### src/rtl/lcd_nib_pkg.sv
// Shared types and timing helpers for the nibble bus engine.
// Assumes times are given in nanoseconds and clock frequency in hertz.
package lcd_nib_pkg;

    typedef enum logic [1:0] {
        KIND_BYTE = 2'b00,
        KIND_NIB  = 2'b01,
        KIND_STAT = 2'b10,
        KIND_STB  = 2'b11
    } req_kind_t;

    typedef enum logic [1:0] {
        PH_IDLE,
        PH_SETUP,
        PH_HIGH,
        PH_HOLD
    } strobe_ph_t;

    typedef enum logic [1:0] {
        SQ_IDLE,
        SQ_WRITE,
        SQ_READ
    } seq_st_t;

    // Rounds a time up to whole clock cycles, never below one cycle.
    function automatic int ns_to_cyc(input longint clk_hz, input longint t_ns);
        longint c;
        c = (t_ns * clk_hz + 64'd999_999_999) / 64'd1_000_000_000;
        if (c < 1) c = 1;
        return int'(c);
    endfunction

endpackage

### src/rtl/lcd_nib_strobe.sv
// Enable strobe generator: one pulse of setup, high and hold phases per go.
// Assumes go is raised only when idle or in the last hold cycle (chaining).
module lcd_nib_strobe
    import lcd_nib_pkg::*;
#(
    parameter int SETUP_CYC = 2,
    parameter int HIGH_CYC  = 5,
    parameter int HOLD_CYC  = 1
) (
    input  logic clk,
    input  logic rst_n,
    input  logic go_i,
    output logic e_o,
    output logic sample_o,
    output logic fin_o
);
    localparam int MAXA = (SETUP_CYC > HIGH_CYC) ? SETUP_CYC : HIGH_CYC;
    localparam int MAXC = (MAXA > HOLD_CYC) ? MAXA : HOLD_CYC;
    localparam int CW   = (MAXC > 1) ? $clog2(MAXC) : 1;

    strobe_ph_t    ph_q;
    logic [CW-1:0] cnt_q;
    logic          last_c;

    assign last_c = (cnt_q == '0);

    // Phase and cycle counter advance.
    always_ff @(posedge clk) begin
        if (!rst_n) begin
            ph_q  <= PH_IDLE;
            cnt_q <= '0;
        end else begin
            case (ph_q)
                PH_IDLE: begin
                    if (go_i) begin
                        ph_q  <= PH_SETUP;
                        cnt_q <= CW'(SETUP_CYC - 1);
                    end
                end
                PH_SETUP: begin
                    if (last_c) begin
                        ph_q  <= PH_HIGH;
                        cnt_q <= CW'(HIGH_CYC - 1);
                    end else begin
                        cnt_q <= cnt_q - 1'b1;
                    end
                end
                PH_HIGH: begin
                    if (last_c) begin
                        ph_q  <= PH_HOLD;
                        cnt_q <= CW'(HOLD_CYC - 1);
                    end else begin
                        cnt_q <= cnt_q - 1'b1;
                    end
                end
                default: begin
                    if (last_c) begin
                        ph_q  <= go_i ? PH_SETUP : PH_IDLE;
                        cnt_q <= CW'(SETUP_CYC - 1);
                    end else begin
                        cnt_q <= cnt_q - 1'b1;
                    end
                end
            endcase
        end
    end

    // Phase decode to strobe and event outputs.
    always_comb begin
        e_o      = (ph_q == PH_HIGH);
        sample_o = (ph_q == PH_HIGH) && last_c;
        fin_o    = (ph_q == PH_HOLD) && last_c;
    end

endmodule

### src/rtl/lcd_nib_watch.sv
// Poll limit counter: counts cycles while run is high, flags once LIMIT is reached.
// Assumes clear is pulsed at the start of each request.
module lcd_nib_watch #(
    parameter int LIMIT = 4096
) (
    input  logic clk,
    input  logic rst_n,
    input  logic clear_i,
    input  logic run_i,
    output logic expired_o
);
    localparam int CW = $clog2(LIMIT + 1);

    logic [CW-1:0] cnt_q;
    logic          exp_q;

    // Count poll cycles and latch expiry.
    always_ff @(posedge clk) begin
        if (!rst_n || clear_i) begin
            cnt_q <= '0;
            exp_q <= 1'b0;
        end else if (run_i && !exp_q) begin
            if (cnt_q == CW'(LIMIT - 1)) exp_q <= 1'b1;
            else                         cnt_q <= cnt_q + 1'b1;
        end
    end

    assign expired_o = exp_q;

endmodule

### src/rtl/lcd_nib_seq.sv
// Transfer sequencer: orders write nibbles, status read pairs and busy polling.
// Owns the bus control registers; changes them only on go edges or on completion.
module lcd_nib_seq
    import lcd_nib_pkg::*;
(
    input  logic       clk,
    input  logic       rst_n,
    input  logic       req_valid_i,
    input  logic [1:0] req_kind_i,
    input  logic       req_rs_i,
    input  logic [7:0] req_data_i,
    input  logic       req_poll_i,
    input  logic       fin_i,
    input  logic       sample_i,
    input  logic       expired_i,
    input  logic [3:0] db_i,
    output logic       go_o,
    output logic       watch_clear_o,
    output logic       watch_run_o,
    output logic       ready_o,
    output logic       done_o,
    output logic [7:0] status_o,
    output logic       err_o,
    output logic       rs_o,
    output logic       rw_o,
    output logic [3:0] db_o,
    output logic       oe_o
);
    seq_st_t    st_q;
    req_kind_t  kind_c;
    logic [7:0] data_q;
    logic       poll_q;
    logic       second_q;
    logic [3:0] hi_q;
    logic [7:0] status_q;
    logic       done_q;
    logic       err_q;
    logic       rs_q;
    logic       rw_q;
    logic [3:0] db_q;
    logic       oe_q;
    logic       accept_c;
    logic       keep_poll_c;

    assign kind_c      = req_kind_t'(req_kind_i);
    assign accept_c    = (st_q == SQ_IDLE) && req_valid_i;
    assign keep_poll_c = poll_q && hi_q[3] && !expired_i;

    // Strobe launch: on acceptance, and chained at the end of a pulse when more follow.
    always_comb begin
        go_o = 1'b0;
        if (accept_c) begin
            go_o = 1'b1;
        end else if (fin_i) begin
            case (st_q)
                SQ_WRITE: go_o = !second_q || poll_q;
                SQ_READ:  go_o = !second_q || keep_poll_c;
                default:  go_o = 1'b0;
            endcase
        end
    end

    // Request state, bus control and status capture.
    always_ff @(posedge clk) begin
        if (!rst_n) begin
            st_q     <= SQ_IDLE;
            data_q   <= '0;
            poll_q   <= 1'b0;
            second_q <= 1'b0;
            hi_q     <= '0;
            status_q <= '0;
            done_q   <= 1'b0;
            err_q    <= 1'b0;
            rs_q     <= 1'b0;
            rw_q     <= 1'b0;
            db_q     <= '0;
            oe_q     <= 1'b1;
        end else begin
            done_q <= 1'b0;
            if (accept_c) begin
                data_q <= req_data_i;
                err_q  <= 1'b0;
                case (kind_c)
                    KIND_BYTE, KIND_NIB: begin
                        st_q     <= SQ_WRITE;
                        second_q <= (kind_c == KIND_NIB);
                        poll_q   <= req_poll_i;
                        rs_q     <= req_rs_i;
                        rw_q     <= 1'b0;
                        oe_q     <= 1'b1;
                        db_q     <= req_data_i[7:4];
                    end
                    default: begin
                        st_q     <= SQ_READ;
                        second_q <= 1'b0;
                        poll_q   <= 1'b0;
                        rs_q     <= 1'b0;
                        oe_q     <= 1'b0;
                        rw_q     <= 1'b1;
                    end
                endcase
            end else begin
                if (sample_i && (st_q == SQ_READ)) begin
                    if (!second_q) hi_q     <= db_i;
                    else           status_q <= {hi_q, db_i};
                end
                if (fin_i) begin
                    case (st_q)
                        SQ_WRITE: begin
                            if (!second_q) begin
                                second_q <= 1'b1;
                                db_q     <= data_q[3:0];
                            end else if (poll_q) begin
                                st_q     <= SQ_READ;
                                second_q <= 1'b0;
                                rs_q     <= 1'b0;
                                oe_q     <= 1'b0;
                                rw_q     <= 1'b1;
                            end else begin
                                st_q   <= SQ_IDLE;
                                done_q <= 1'b1;
                            end
                        end
                        SQ_READ: begin
                            if (!second_q) begin
                                second_q <= 1'b1;
                            end else if (keep_poll_c) begin
                                second_q <= 1'b0;
                            end else begin
                                err_q  <= poll_q && hi_q[3];
                                st_q   <= SQ_IDLE;
                                done_q <= 1'b1;
                                rw_q   <= 1'b0;
                                oe_q   <= 1'b1;
                            end
                        end
                        default: st_q <= SQ_IDLE;
                    endcase
                end
            end
        end
    end

    // Output mapping.
    always_comb begin
        watch_clear_o = accept_c;
        watch_run_o   = (st_q == SQ_READ) && poll_q;
        ready_o       = (st_q == SQ_IDLE);
        done_o        = done_q;
        status_o      = status_q;
        err_o         = err_q;
        rs_o          = rs_q;
        rw_o          = rw_q;
        db_o          = db_q;
        oe_o          = oe_q;
    end

endmodule

### src/rtl/lcd_nib_engine.sv
// Top of the nibble bus engine: derives strobe timing from the clock rate and
// joins sequencer, strobe generator and poll limit counter.
// Assumes lcd_db_i is steady while lcd_e is high during reads.
module lcd_nib_engine
    import lcd_nib_pkg::*;
#(
    parameter int CLK_HZ     = 50_000_000,
    parameter int T_SETUP_NS = 40,
    parameter int T_HIGH_NS  = 100,
    parameter int T_HOLD_NS  = 20,
    parameter int POLL_LIMIT = 4096
) (
    input  logic       clk,
    input  logic       rst_n,
    input  logic       req_valid,
    output logic       req_ready,
    input  logic [1:0] req_kind,
    input  logic       req_rs,
    input  logic [7:0] req_data,
    input  logic       req_poll,
    output logic       done,
    output logic [7:0] status,
    output logic       busy_flag,
    output logic       timeout_err,
    output logic       lcd_rs,
    output logic       lcd_rw,
    output logic       lcd_e,
    output logic [3:0] lcd_db_o,
    output logic       lcd_db_oe,
    input  logic [3:0] lcd_db_i
);
    localparam int SETUP_CYC = ns_to_cyc(longint'(CLK_HZ), longint'(T_SETUP_NS));
    localparam int HIGH_CYC  = ns_to_cyc(longint'(CLK_HZ), longint'(T_HIGH_NS));
    localparam int HOLD_CYC  = ns_to_cyc(longint'(CLK_HZ), longint'(T_HOLD_NS));

    logic go, sample, fin, expired, w_clear, w_run;

    lcd_nib_strobe #(
        .SETUP_CYC(SETUP_CYC),
        .HIGH_CYC (HIGH_CYC),
        .HOLD_CYC (HOLD_CYC)
    ) u_strobe (
        .clk     (clk),
        .rst_n   (rst_n),
        .go_i    (go),
        .e_o     (lcd_e),
        .sample_o(sample),
        .fin_o   (fin)
    );

    lcd_nib_watch #(.LIMIT(POLL_LIMIT)) u_watch (
        .clk      (clk),
        .rst_n    (rst_n),
        .clear_i  (w_clear),
        .run_i    (w_run),
        .expired_o(expired)
    );

    lcd_nib_seq u_seq (
        .clk          (clk),
        .rst_n        (rst_n),
        .req_valid_i  (req_valid),
        .req_kind_i   (req_kind),
        .req_rs_i     (req_rs),
        .req_data_i   (req_data),
        .req_poll_i   (req_poll),
        .fin_i        (fin),
        .sample_i     (sample),
        .expired_i    (expired),
        .db_i         (lcd_db_i),
        .go_o         (go),
        .watch_clear_o(w_clear),
        .watch_run_o  (w_run),
        .ready_o      (req_ready),
        .done_o       (done),
        .status_o     (status),
        .err_o        (timeout_err),
        .rs_o         (lcd_rs),
        .rw_o         (lcd_rw),
        .db_o         (lcd_db_o),
        .oe_o         (lcd_db_oe)
    );

    assign busy_flag = status[7];

endmodule

### config.mk
export PLATFORM = sky130hd
export DESIGN_NAME = lcd_nib_engine
export DESIGN_NICKNAME = d
export VERILOG_FILES = /design/src/rtl/lcd_nib_pkg.sv /design/src/rtl/lcd_nib_strobe.sv /design/src/rtl/lcd_nib_watch.sv /design/src/rtl/lcd_nib_seq.sv /design/src/rtl/lcd_nib_engine.sv
export SDC_FILE = /design/constraint.sdc
export NUM_CORES = 1
export LEC_CHECK = 0
export BUFFER_PORTS_ARGS = -buffer_cell sky130_fd_sc_hd__buf_2
export CAP_MARGIN = 20
export CORE_ASPECT_RATIO = 1.4
export CORE_MARGIN = 5
export CORE_UTILIZATION = 56
export DETAILED_ROUTE_END_ITERATION = 8
export GPL_ROUTABILITY_DRIVEN = 0
export HOLD_SLACK_MARGIN = 0.12
export PLACE_DENSITY = 0.79
export SETUP_SLACK_MARGIN = 0.15
export SLEW_MARGIN = 20
export SYNTH_ARGS = -nofsm -noshare
export SYNTH_HDL_FRONTEND = slang
export SYNTH_SLANG_ARGS = --single-unit
### constraint.sdc
create_clock -name clk -period 2.7 [get_ports clk]
set_input_delay 0.27 -clock clk [delete_from_list [all_inputs] [get_ports clk]]
set_output_delay 0.27 -clock clk [all_outputs]
set_load 0.05 [all_outputs]
==> metrics.txt, run 1 <==
Die H=89.1 um; Post-route DRC=0; Core ar.=4270 um^2; fraction of registers with async set/reset=0%; global-route wire length before repair=8850 um; YS warnings=0; worst path arrival time=2.42 ns; Post-CTS Setup Inserts=0; post-CTS sizing=0; TritonCTS clock tree=built; die area=5930 um^2; Sw Share=33.7%; ys flop type=dfxtp_1; slowest stage cell, crit path=or4b_1; Tcrit/Tclk final=82.6%; Net Switching=585 uW; final wirelength=5290 um; Mapped Cells=279; vias in the first global route=2013; clock slew at reported path FFs=0.08 ns; Hold Path Depth=3; status=complete, no violations; crit path launch type=flip-flop; CP Data Required Time=2.89 ns; DR vias=2094; # rows=28; DR pass1 iterations=4; Slew Viols, Final=0; worst slew pin tran=0.664 ns; Worst path max stage delay=0.73 ns; setup violation total in the final timing report=0; Internal Pwr Total=1.15 mW; CP Capture Type=flip-flop; root buffer cell=clkbuf_8; HPWL Detailed=4070 um; largest net degree at the start of global routing=25; fmax=448 MHz; Ports=39; syn nets=309; Slew HR=55.6%; crit-path max FO=8; Total Routing Usage GR=19.2%; pwr dens=614 nW/um^2; R2R setup slack=0.47 ns; CP Class=flip-flop to flip-flop; Num CTS Buffers=5; cell count of the worst reg-to-reg path=7; die width=66.5 um; final core occ=66.1%; Synth area leaders=dfxtp_1, mux2i_1, ha_1; layout cells sized above 1=21.0%; Post-synth EDFFs=0; CTS Hold Bufs=0; final hold violations=0; MaxCap Viol Count=0; ANT cells=0; sequential area share after synthesis=38.4%; maximum vdd drop=393 uV; hold path endpoint=u_seq.data_q[3]; synthesized flop and latch total=48; clk_lat worst skew=0.30 ns; mean post-synth cell area=8.97 um^2; Wirelength per Cell=14.1 um; leading area contributor after synthesis=dfxtp_1; sequential power share=45.7%; Synth Cell Area=2500 um^2; Clk pwr share=25.2%; global route total overflow=0; CP cell instances=or2_2 -> inv_1 -> ha_1 -> nand2_1 -> or4b_1 -> mux2i_1 -> nor2b_1; Final Net Count=345; FF-to-FF End=u_seq.status_o[0]; synthesis-to-layout area growth=12.9%; Clock Tree Buf Depth=2; Netlist cell types=52; HP Class=input pin to flip-flop; initial core utilization=58.6%; hold_sp=req_data[3]; Leakage=1.21 nW; Logic pwr share=29.1%; via/cell ratio=5.58; worst-case clock skew=0.00983 ns; # clock sinks=48; unrepaired setup endpoints after global routing=no; Synth top area share=38.4%; post-detailed-route count of antenna-violating nets=0; DR iter-0 viols=81; input/output buffers=38; Worst R2R Start=u_strobe.cnt_q[0]; initial antenna violation count=0; minimum clock period=2.23 ns; H-tree depth=2; Sum Neg Setup Slack=0 ns
## Yosys cell counts (4+ instances only)
| master | count |
|---|---|
| a21boi_0 | 7 |
| a21oi_1 | 7 |
| and3_1 | 6 |
| clkbuf_1 | 8 |
| dfxtp_1 | 48 |
| ha_1 | 11 |
| inv_1 | 12 |
| mux2i_1 | 18 |
| nand2_1 | 33 |
| nand3_1 | 16 |
| nand4_1 | 4 |
| nor2_1 | 8 |
| nor2b_1 | 14 |
| nor3_1 | 8 |
| o211a_1 | 5 |
| o21a_1 | 4 |
| o21ai_0 | 6 |
| or2_2 | 5 |
## worst max-delay path: cells and delay by family (launching register included)
family | cells | cell delay [ns]
adder cells (fa/ha/maj) | 1 | 0.23
buffers and inverters | 1 | 0.06
flip-flops | 1 | 0.34
multiplexers | 1 | 0.27
AND/OR/NAND/NOR | 4 | 1.23
## per-layer routing
layer	GRT usage [%]	wire, um	part of all wire (%)	vias to the layer above
met5	0	0	0	-
met4	5.91	61	1.2	0
met3	4.15	156	3.0	5
met2	36.0	2850	54	28
met1	21.2	2220	42	985
li1	-	-	-	1076
## power groups by stage
| stage | registers, mW | clock network [mW] | logic [mW] |
|---|---|---|---|
| CTS | 0.793 | 0.445 | 0.505 |
| detailed placement | 0.809 | 0 | 0.503 |
| floorplan | 0.824 | 0 | 0.366 |
| global placement | 0.805 | 0 | 0.501 |
| global route | 0.799 | 0.481 | 0.559 |
| finish | 0.793 | 0.438 | 0.505 |
## kinds of logic after synthesis
logic type,Yosys count,synth area share [%]
buf+inv,27,4.95
fa+ha+maj,11,5.50
compound gates,53,15.7
mux,20,8.10
simple gates,120,27.3
flops,48,38.4
## flip-flops by register name (all words and copies together) (netlist names)
signal and cells:
u_seq.data_q 4, u_seq.db_o 4, u_seq.done_o 1, u_seq.err_o 1, u_seq.hi_q 4, u_seq.oe_o 1
u_seq.poll_q 1, u_seq.rs_o 1, u_seq.rw_o 1, u_seq.second_q 1, u_seq.st_q 2, u_seq.status_o 8
u_strobe.cnt_q 3, u_strobe.ph_q 2, u_watch.cnt_q 13, u_watch.expired_o 1
## worst max path at each step
stage,endpoint,cells past startpoint,startpoint,slack [ns]
final,u_seq.status_o[0],7,u_strobe.cnt_q[0],0.47
after CTS,u_seq.status_o[0],7,u_strobe.cnt_q[0],0.46
after detailed placement,u_seq.status_o[0],7,u_strobe.cnt_q[0],0.47
after global routing,u_seq.status_o[0],7,u_strobe.cnt_q[0],0.32
after floorplan,u_seq.status_o[7],8,u_seq.st_q[0],0.58
after global placement,u_seq.status_o[4],7,u_strobe.cnt_q[0],0.56
## final cells by class
cell class / instances / area [um^2]
multi-input cells: 204 / 1420
clock buffers: 6 / 82.6
repair buffers: 44 / 235
flip-flops and latches: 48 / 961
inverters: 12 / 45.0
fillers: 400 / 1450
well taps: 60 / 75.1
clock inverters: 1 / 8.76
## per-stage QoR
stage                     power [mW]  std cells  hold WS (ns)  cell area [um^2]  setup slack (ns)
after floorplan                 1.19        279         0.417              2500             0.578
after global placement          1.31        368         0.436              2740             0.565
after detailed placement        1.31        368         0.462              2740             0.473
after CTS                       1.74        375         0.210              2830             0.464
after global routing            1.84        375         0.206              2830             0.323
final                           1.74        375         0.216              2830             0.470
## placed cells by master, fill, tap and decap left out, drive strengths merged, types with 7 or more instances in the layout
cell type and instances:
dfxtp 48, buf 44, nand2 33, mux2i 18
nand3 16, nor2b 14, inv 12, ha 11
nor2 8, nor3 8, a21boi 7, a21oi 7
(Power assumes the default switching activity.)
==> inputs of run 2 (changes only) <==
--- a/config.mk
+++ b/config.mk
@@ -9,11 +9,11 @@
 export CAP_MARGIN = 20
 export CORE_ASPECT_RATIO = 1.4
 export CORE_MARGIN = 5
-export CORE_UTILIZATION = 56
+export CORE_UTILIZATION = 51
 export DETAILED_ROUTE_END_ITERATION = 8
 export GPL_ROUTABILITY_DRIVEN = 0
 export HOLD_SLACK_MARGIN = 0.12
-export PLACE_DENSITY = 0.79
+export PLACE_DENSITY = 0.76
 export SETUP_SLACK_MARGIN = 0.15
 export SLEW_MARGIN = 20
 export SYNTH_ARGS = -nofsm -noshare
==> constraint.sdc (replaced) <==
create_clock -name clk -period 2 [get_ports clk]
set_input_delay 0.2 -clock clk [delete_from_list [all_inputs] [get_ports clk]]
set_output_delay 0.2 -clock clk [all_outputs]
set_load 0.05 [all_outputs]
==> run 2 against run 1 <==
Effect of this change:
- final cell count up 4.8%
- fmax up 17%
- sequential power up 34%
- register-to-register slack worse by 0.37 ns
- worst hold slack worse by 0.071 ns
- clock-buffer cell count unchanged
- global-route usage down 2.3 points
- sequential share of layout area down 2.4 points
- critical path type unchanged
- largest cell class unchanged
==> metrics.txt, run 2 (synthesis results as in run 1) <==
CP Capture Type=flip-flop (unchanged); Wirelength per Cell=14.4 um (was 14.1 um); input/output buffers=38 (unchanged); # rows=30 (was 28); Ports=39 (unchanged); CP Data Required Time=2.20 ns (was 2.89 ns); status=complete, no violations (unchanged); final wirelength=5680 um (was 5290 um); initial core utilization=52.1% (was 58.6%); global-route wire length before repair=9130 um (was 8850 um); # clock sinks=48 (unchanged); MaxCap Viol Count=0 (unchanged); DP Area=2830 um^2 (was 2740 um^2); largest net degree at the start of global routing=27 (was 25); Most flops, register=u_watch.cnt_q (unchanged); post-route insts no fill=393 (was 375); ANT cells=0 (unchanged); Clock Tree Buf Depth=2 (unchanged); H-tree depth=2 (unchanged); final instance area=3060 um^2 (was 2830 um^2); commonest non-fill, non-tap cells in the layout=dfxtp_1, buf_2, nand2_1, mux2i_1, buf_4 (was dfxtp_1, buf_2, nand2_1, mux2i_1, nand3_1); HP Class=input pin to flip-flop (unchanged); hold_ws=0.145 ns (was 0.216 ns); most common cell after layout, fill and taps aside=dfxtp_1 (unchanged); post-detailed-route count of antenna-violating nets=0 (unchanged); max FFs per register=13 (unchanged); minimum clock period=1.90 ns (was 2.23 ns); Post-route DRC=0 (unchanged); dpl cells=378 (was 368); fmax=525 MHz (was 448 MHz); worst-case clock skew=0.00822 ns (was 0.00983 ns); Final Net Count=359 (was 345); clock slew at reported path FFs=0.08 ns (about the same); crit-path max FO=4 (was 8); Tcrit/Tclk final=95.2% (was 82.6%); Die H=92.9 um (was 89.1 um); crit path launch type=flip-flop (unchanged); initial antenna violation count=0 (unchanged); top cell family by delay on the critical path=simple AND/OR/NAND/NOR gates (unchanged); slowest stage cell, crit path=or4b_4 (was or4b_1); TritonCTS clock tree=built (unchanged); Num CTS Buffers=5 (unchanged); final hold violations=0 (unchanged); Slew HR=62.9% (was 55.6%); Filler cells=443 (was 400); maximum vdd drop=690 uV (was 393 uV); setup violation total in the final timing report=0 (unchanged); global route total overflow=0 (unchanged); layout cells sized above 1=30.7% (was 21.0%); worst path arrival time=2.11 ns (was 2.42 ns); Total Routing Usage GR=16.9% (was 19.2%); synthesis-to-layout area growth=22.1% (was 12.9%); via/cell ratio=5.54 (was 5.58); vias in the first global route=2106 (was 2013); pwr dens=805 nW/um^2 (was 614 nW/um^2); Worst path max stage delay=0.54 ns (was 0.73 ns); Core ar.=4800 um^2 (was 4270 um^2); Leakage=1.29 nW (was 1.21 nW); DR vias=2177 (was 2094); DR pass1 iterations=4 (unchanged); root buffer cell=clkbuf_8 (unchanged); clk_lat worst skew=0.30 ns (about the same); Sum Neg Setup Slack=0 ns (unchanged); worst slew pin tran=0.554 ns (was 0.664 ns); die width=69.2 um (was 66.5 um); worst path bufs/invs=1 (unchanged); DR iter-0 viols=87 (was 81); unrepaired setup endpoints after global routing=yes (was no); Slew Viols, Final=0 (unchanged); HPWL Detailed=3930 um (was 4070 um); CP Class=flip-flop to flip-flop (unchanged); die area=6430 um^2 (was 5930 um^2); CP cell instances=or2_4 -> inv_2 -> ha_4 -> and3_4 -> o2111ai_4 -> or4b_4 -> and3_1 (was or2_2 -> inv_1 -> ha_1 -> nand2_1 -> or4b_1 -> mux2i_1 -> nor2b_1)
-- run 2: cell count changes in the layout (fill, tap and decap cells not counted), sizes merged --
cell and change:
nand4 +1, buf +13
-- run 2: where the power goes --
| group | internal, mW | switching (mW) | total, mW |
|---|---|---|---|
| logic | 0.372 | 0.488 | 0.860 |
| clock network | 0.238 | 0.305 | 0.543 |
| registers | 1.01 | 0.0434 | 1.06 |
-- run 2: metal layers --
layer	up-vias	share of wire [%]	wire length, um	GRT usage, %
met1	1023	41	2340	19.0
met5	-	0	0	0
met4	0	1.8	100	8.14
met3	6	3.4	192	3.69
met2	38	54	3050	29.9
li1	1110	-	-	-
-- run 2: final cells by class --
cell class | instances | area [um^2] | area share, %
Clock buffer | 6 | 72.6 | 2.37
Inverter | 12 | 45.0 | 1.47
Multi-Input combinational cell | 205 | 1540 | 50.2
Sequential cell | 48 | 966 | 31.6
Tap cell | 64 | 80.1 | 2.62
Timing Repair Buffer | 57 | 353 | 11.5
Clock inverter | 1 | 5.00 | 0.164
-- run 2: final timing paths --
path | from | to | slack (ns) | depth (start not counted)
max reg2reg | u_strobe.cnt_q[1] | u_seq.oe_o | 0.1 | 7
max | u_strobe.cnt_q[1] | u_seq.oe_o | 0.1 | 7
min reg2reg | u_watch.cnt_q[11] | u_watch.cnt_q[11] | 0.48 | 2
min | req_data[3] | u_seq.data_q[3] | 0.14 | 3
-- run 2: timing repair --
action,in CTS,in global routing
gates cloned,0,1
pin swaps,5,6
endpoints found under the setup margin,13,17
buffers inserted,4,3
hold buffers,0,0
gates resized for setup,5,12
-- run 2: through the flow --
stage	power (mW)	setup WS [ns]	util, %
2_1_floorplan	1.65	0.151	-
6_report	2.46	0.0953	63.6
3_5_place_dp	1.83	0.0464	58.9
5_1_grt	2.60	0.0645	63.6
4_1_cts	2.43	0.125	61.7
3_3_place_gp	1.82	0.0885	58.9
-- run 2: worst min-delay path, cell delays in order --
cell and delay [ns]:
buf_2 0.09, nand2_1 0.04, a21boi_0 0.06
==> inputs of run 3 (changes only) <==
--- a/config.mk
+++ b/config.mk
@@ -10,6 +10,7 @@
 export CORE_ASPECT_RATIO = 1.4
 export CORE_MARGIN = 5
 export CORE_UTILIZATION = 51
+export CTS_CLUSTER_DIAMETER = 150
 export DETAILED_ROUTE_END_ITERATION = 8
 export GPL_ROUTABILITY_DRIVEN = 0
 export HOLD_SLACK_MARGIN = 0.12
==> constraint.sdc (replaced) <==
create_clock -name clk -period 1.68 [get_ports clk]
set_input_delay 0.168 -clock clk [delete_from_list [all_inputs] [get_ports clk]]
set_output_delay 0.168 -clock clk [all_outputs]
set_load 0.05 [all_outputs]
==> run 3 against run 2 <==
Effect of this change:
- sequential cell count is the same
- clock-buffer cell count is the same
- largest cell class unchanged
- register-to-register slack lost 0.26 ns
- setup slack lost 0.26 ns
- the run now ends with setup timing left
- critical endpoint unchanged
- utilization grew 9.7 points
- critical path type unchanged
==> metrics.txt, run 3 (synthesis results as in run 1) <==
Metal-1 WL=2450 um (was 2340 um); worst path bufs/invs=1 (unchanged); Wirelength per Cell=14.8 um (was 14.4 um); fmax=542 MHz (was 525 MHz); Worst R2R Start=u_strobe.cnt_q[1] (unchanged); final wirelength=6340 um (was 5680 um); worst slew pin tran=0.469 ns (was 0.554 ns); most common cell after layout, fill and taps aside=buf_4 (was dfxtp_1); commonest non-fill, non-tap cells in the layout=buf_4, buf_2, dfxtp_1, nand2_1, mux2i_1 (was dfxtp_1, buf_2, nand2_1, mux2i_1, buf_4); initial core utilization=52.1% (unchanged); clock slew at reported path FFs=0.09 ns (was 0.08 ns); HPWL Detailed=4210 um (was 3930 um); input/output buffers=38 (unchanged); Die H=92.9 um (unchanged); crit-path max FO=4 (unchanged); sequential power share=38.5% (was 43.0%); DR pass1 iterations=4 (unchanged); pwr dens=924 nW/um^2 (was 805 nW/um^2); Clock Tree Buf Depth=2 (unchanged); Sw Share=32.9% (was 34.0%); Ports=39 (unchanged); Final Net Count=394 (was 359); Hold Path Depth=3 (unchanged); CP cell instances=or2_4 -> inv_2 -> ha_4 -> and3_4 -> o2111ai_2 -> or4b_4 -> and3_1 (was or2_4 -> inv_2 -> ha_4 -> and3_4 -> o2111ai_4 -> or4b_4 -> and3_1); Leakage=1.49 nW (was 1.29 nW); status=complete, but fails checks (was complete, no violations); Total Routing Usage GR=19.4% (was 16.9%); maximum vdd drop=677 uV (was 690 uV); worst-case clock skew=0.00500 ns (was 0.00822 ns); CP Data Required Time=1.89 ns (was 2.20 ns); unrepaired setup endpoints after global routing=yes (unchanged); global-route wire length before repair=10100 um (was 9130 um); synthesis-to-layout area growth=40.7% (was 22.1%); via/cell ratio=5.50 (was 5.54); initial antenna violation count=0 (unchanged); FF-to-FF End=u_seq.oe_o (unchanged); CP Capture Type=flip-flop (unchanged); setup violation total in the final timing report=26 (was 0); Crit path depth=7 (unchanged); Slew HR=68.6% (was 62.9%); top layer reached by signal wires=met4 (unchanged); final hold violations=0 (unchanged); R2R setup slack=-0.17 ns (was 0.1 ns); Tcrit/Tclk final=110% (was 95.2%); top cell family by delay on the critical path=simple AND/OR/NAND/NOR gates (unchanged); vias in the first global route=2229 (was 2106); Net Switching=1.07 mW (was 837 uW); worst path arrival time=2.06 ns (was 2.11 ns); Clk pwr share=25.7% (was 22.1%); DP Area=3020 um^2 (was 2830 um^2); HP Class=input pin to flip-flop (unchanged); final core occ=73.3% (was 63.6%); Post-route DRC=0 (unchanged); die area=6430 um^2 (unchanged); hold path endpoint=u_seq.poll_q (was u_seq.data_q[3]); Routed met3 length=269 um (was 192 um); ANT cells=0 (unchanged); launch point of the worst path=u_strobe.cnt_q[1] (unchanged); WL met2=3520 um (was 3050 um); # clock sinks=48 (unchanged); post-detailed-route count of antenna-violating nets=0 (unchanged); slowest stage cell, crit path=or4b_4 (unchanged); Sum Neg Setup Slack=-2.30 ns (was 0 ns); TritonCTS clock tree=built (unchanged); H-tree depth=2 (unchanged); hold_sp=req_poll (was req_data[3]); crit path launch type=flip-flop (unchanged); Place WS=-0.193 ns (was 0.0464 ns); Slew Viols, Final=0 (unchanged); Internal Pwr Total=2.18 mW (was 1.63 mW); cell count of the worst reg-to-reg path=7 (unchanged); MaxCap Viol Count=0 (unchanged); largest net degree at the start of global routing=22 (was 27); CP Class=flip-flop to flip-flop (unchanged); Logic pwr share=35.8% (was 34.9%); DR iter-0 viols=138 (was 87); minimum clock period=1.85 ns (was 1.90 ns); setup ws final=-0.166 ns (was 0.0953 ns); Worst path max stage delay=0.53 ns (was 0.54 ns); clk_lat worst skew=0.31 ns (was 0.30 ns); DR vias=2361 (was 2177); die width=69.2 um (unchanged); final instance area=3520 um^2 (was 3060 um^2); Num CTS Buffers=5 (unchanged); Core ar.=4800 um^2 (unchanged); failing checks=setup timing; layout cells sized above 1=44.7% (was 30.7%); max FFs per register=13 (unchanged); # rows=30 (unchanged); Most flops, register=u_watch.cnt_q (unchanged); root buffer cell=clkbuf_8 (unchanged); global route total overflow=0 (unchanged)
[run 3: cell count changes in the layout (fill, tap and decap cells not counted), sizes merged]
cell	previous run	this run
bufinv	0	1
nand4	6	5
buf	57	88
dlygate4sd3	0	5
[run 3: how the worst max path moves through the flow]
stage                      end  slack [ns]
global placement    u_seq.oe_o       -0.14
floorplan           u_seq.oe_o       -0.16
detailed placement  u_seq.oe_o       -0.19
CTS                 u_seq.oe_o       -0.16
finish              u_seq.oe_o       -0.17
global route        u_seq.oe_o       -0.23
[run 3: routing by layer]
metal  GRT usage, %  vias to the layer above
met5              0                        -
met4           7.65                        0
met3           4.34                        8
met2           37.6                       51
met1           19.6                     1123
li1               -                     1179
[run 3: worst min-delay path, delay by kind of cell]
kind	cells	cell delay [ns]
buffers and inverters	1	0.09
AOI/OAI and AO/OA	1	0.07
and+or+nand+nor	1	0.06
[run 3: area by class of cell]
type,instances,area [um^2]
tap,64,80.1
fill,371,1280
clock buffer,6,72.6
clock inverter,2,35.0
multi-input combinational,204,1660
inverter,12,47.5
sequential,48,980
timing repair buffer,93,649
[run 3: power by group through the flow]
stage,logic [mW],clock network (mW),registers (mW)
floorplan,0.646,0,1.33
global placement,1.01,0,1.27
detailed placement,1.02,0,1.28
CTS,1.11,0.852,1.25
global route,1.26,0.893,1.26
finish,1.17,0.835,1.25
[run 3: timing repair]
item,4_1_cts,5_1_grt
setup endpoints to repair,38,40
hold buffers,5,0
endpoints found under the hold margin,5,0
setup buffers,9,8
pin swaps,22,8
gates resized for setup,34,23
[run 3: per-stage QoR]
step / cells / power (mW) / hold WS [ns]
floorplan: 279 / 1.98 / 0.315
global placement: 399 / 2.28 / 0.425
detailed placement: 399 / 2.30 / 0.426
CTS: 421 / 3.21 / 0.124
global route: 429 / 3.42 / 0.125
finish: 429 / 3.25 / 0.130
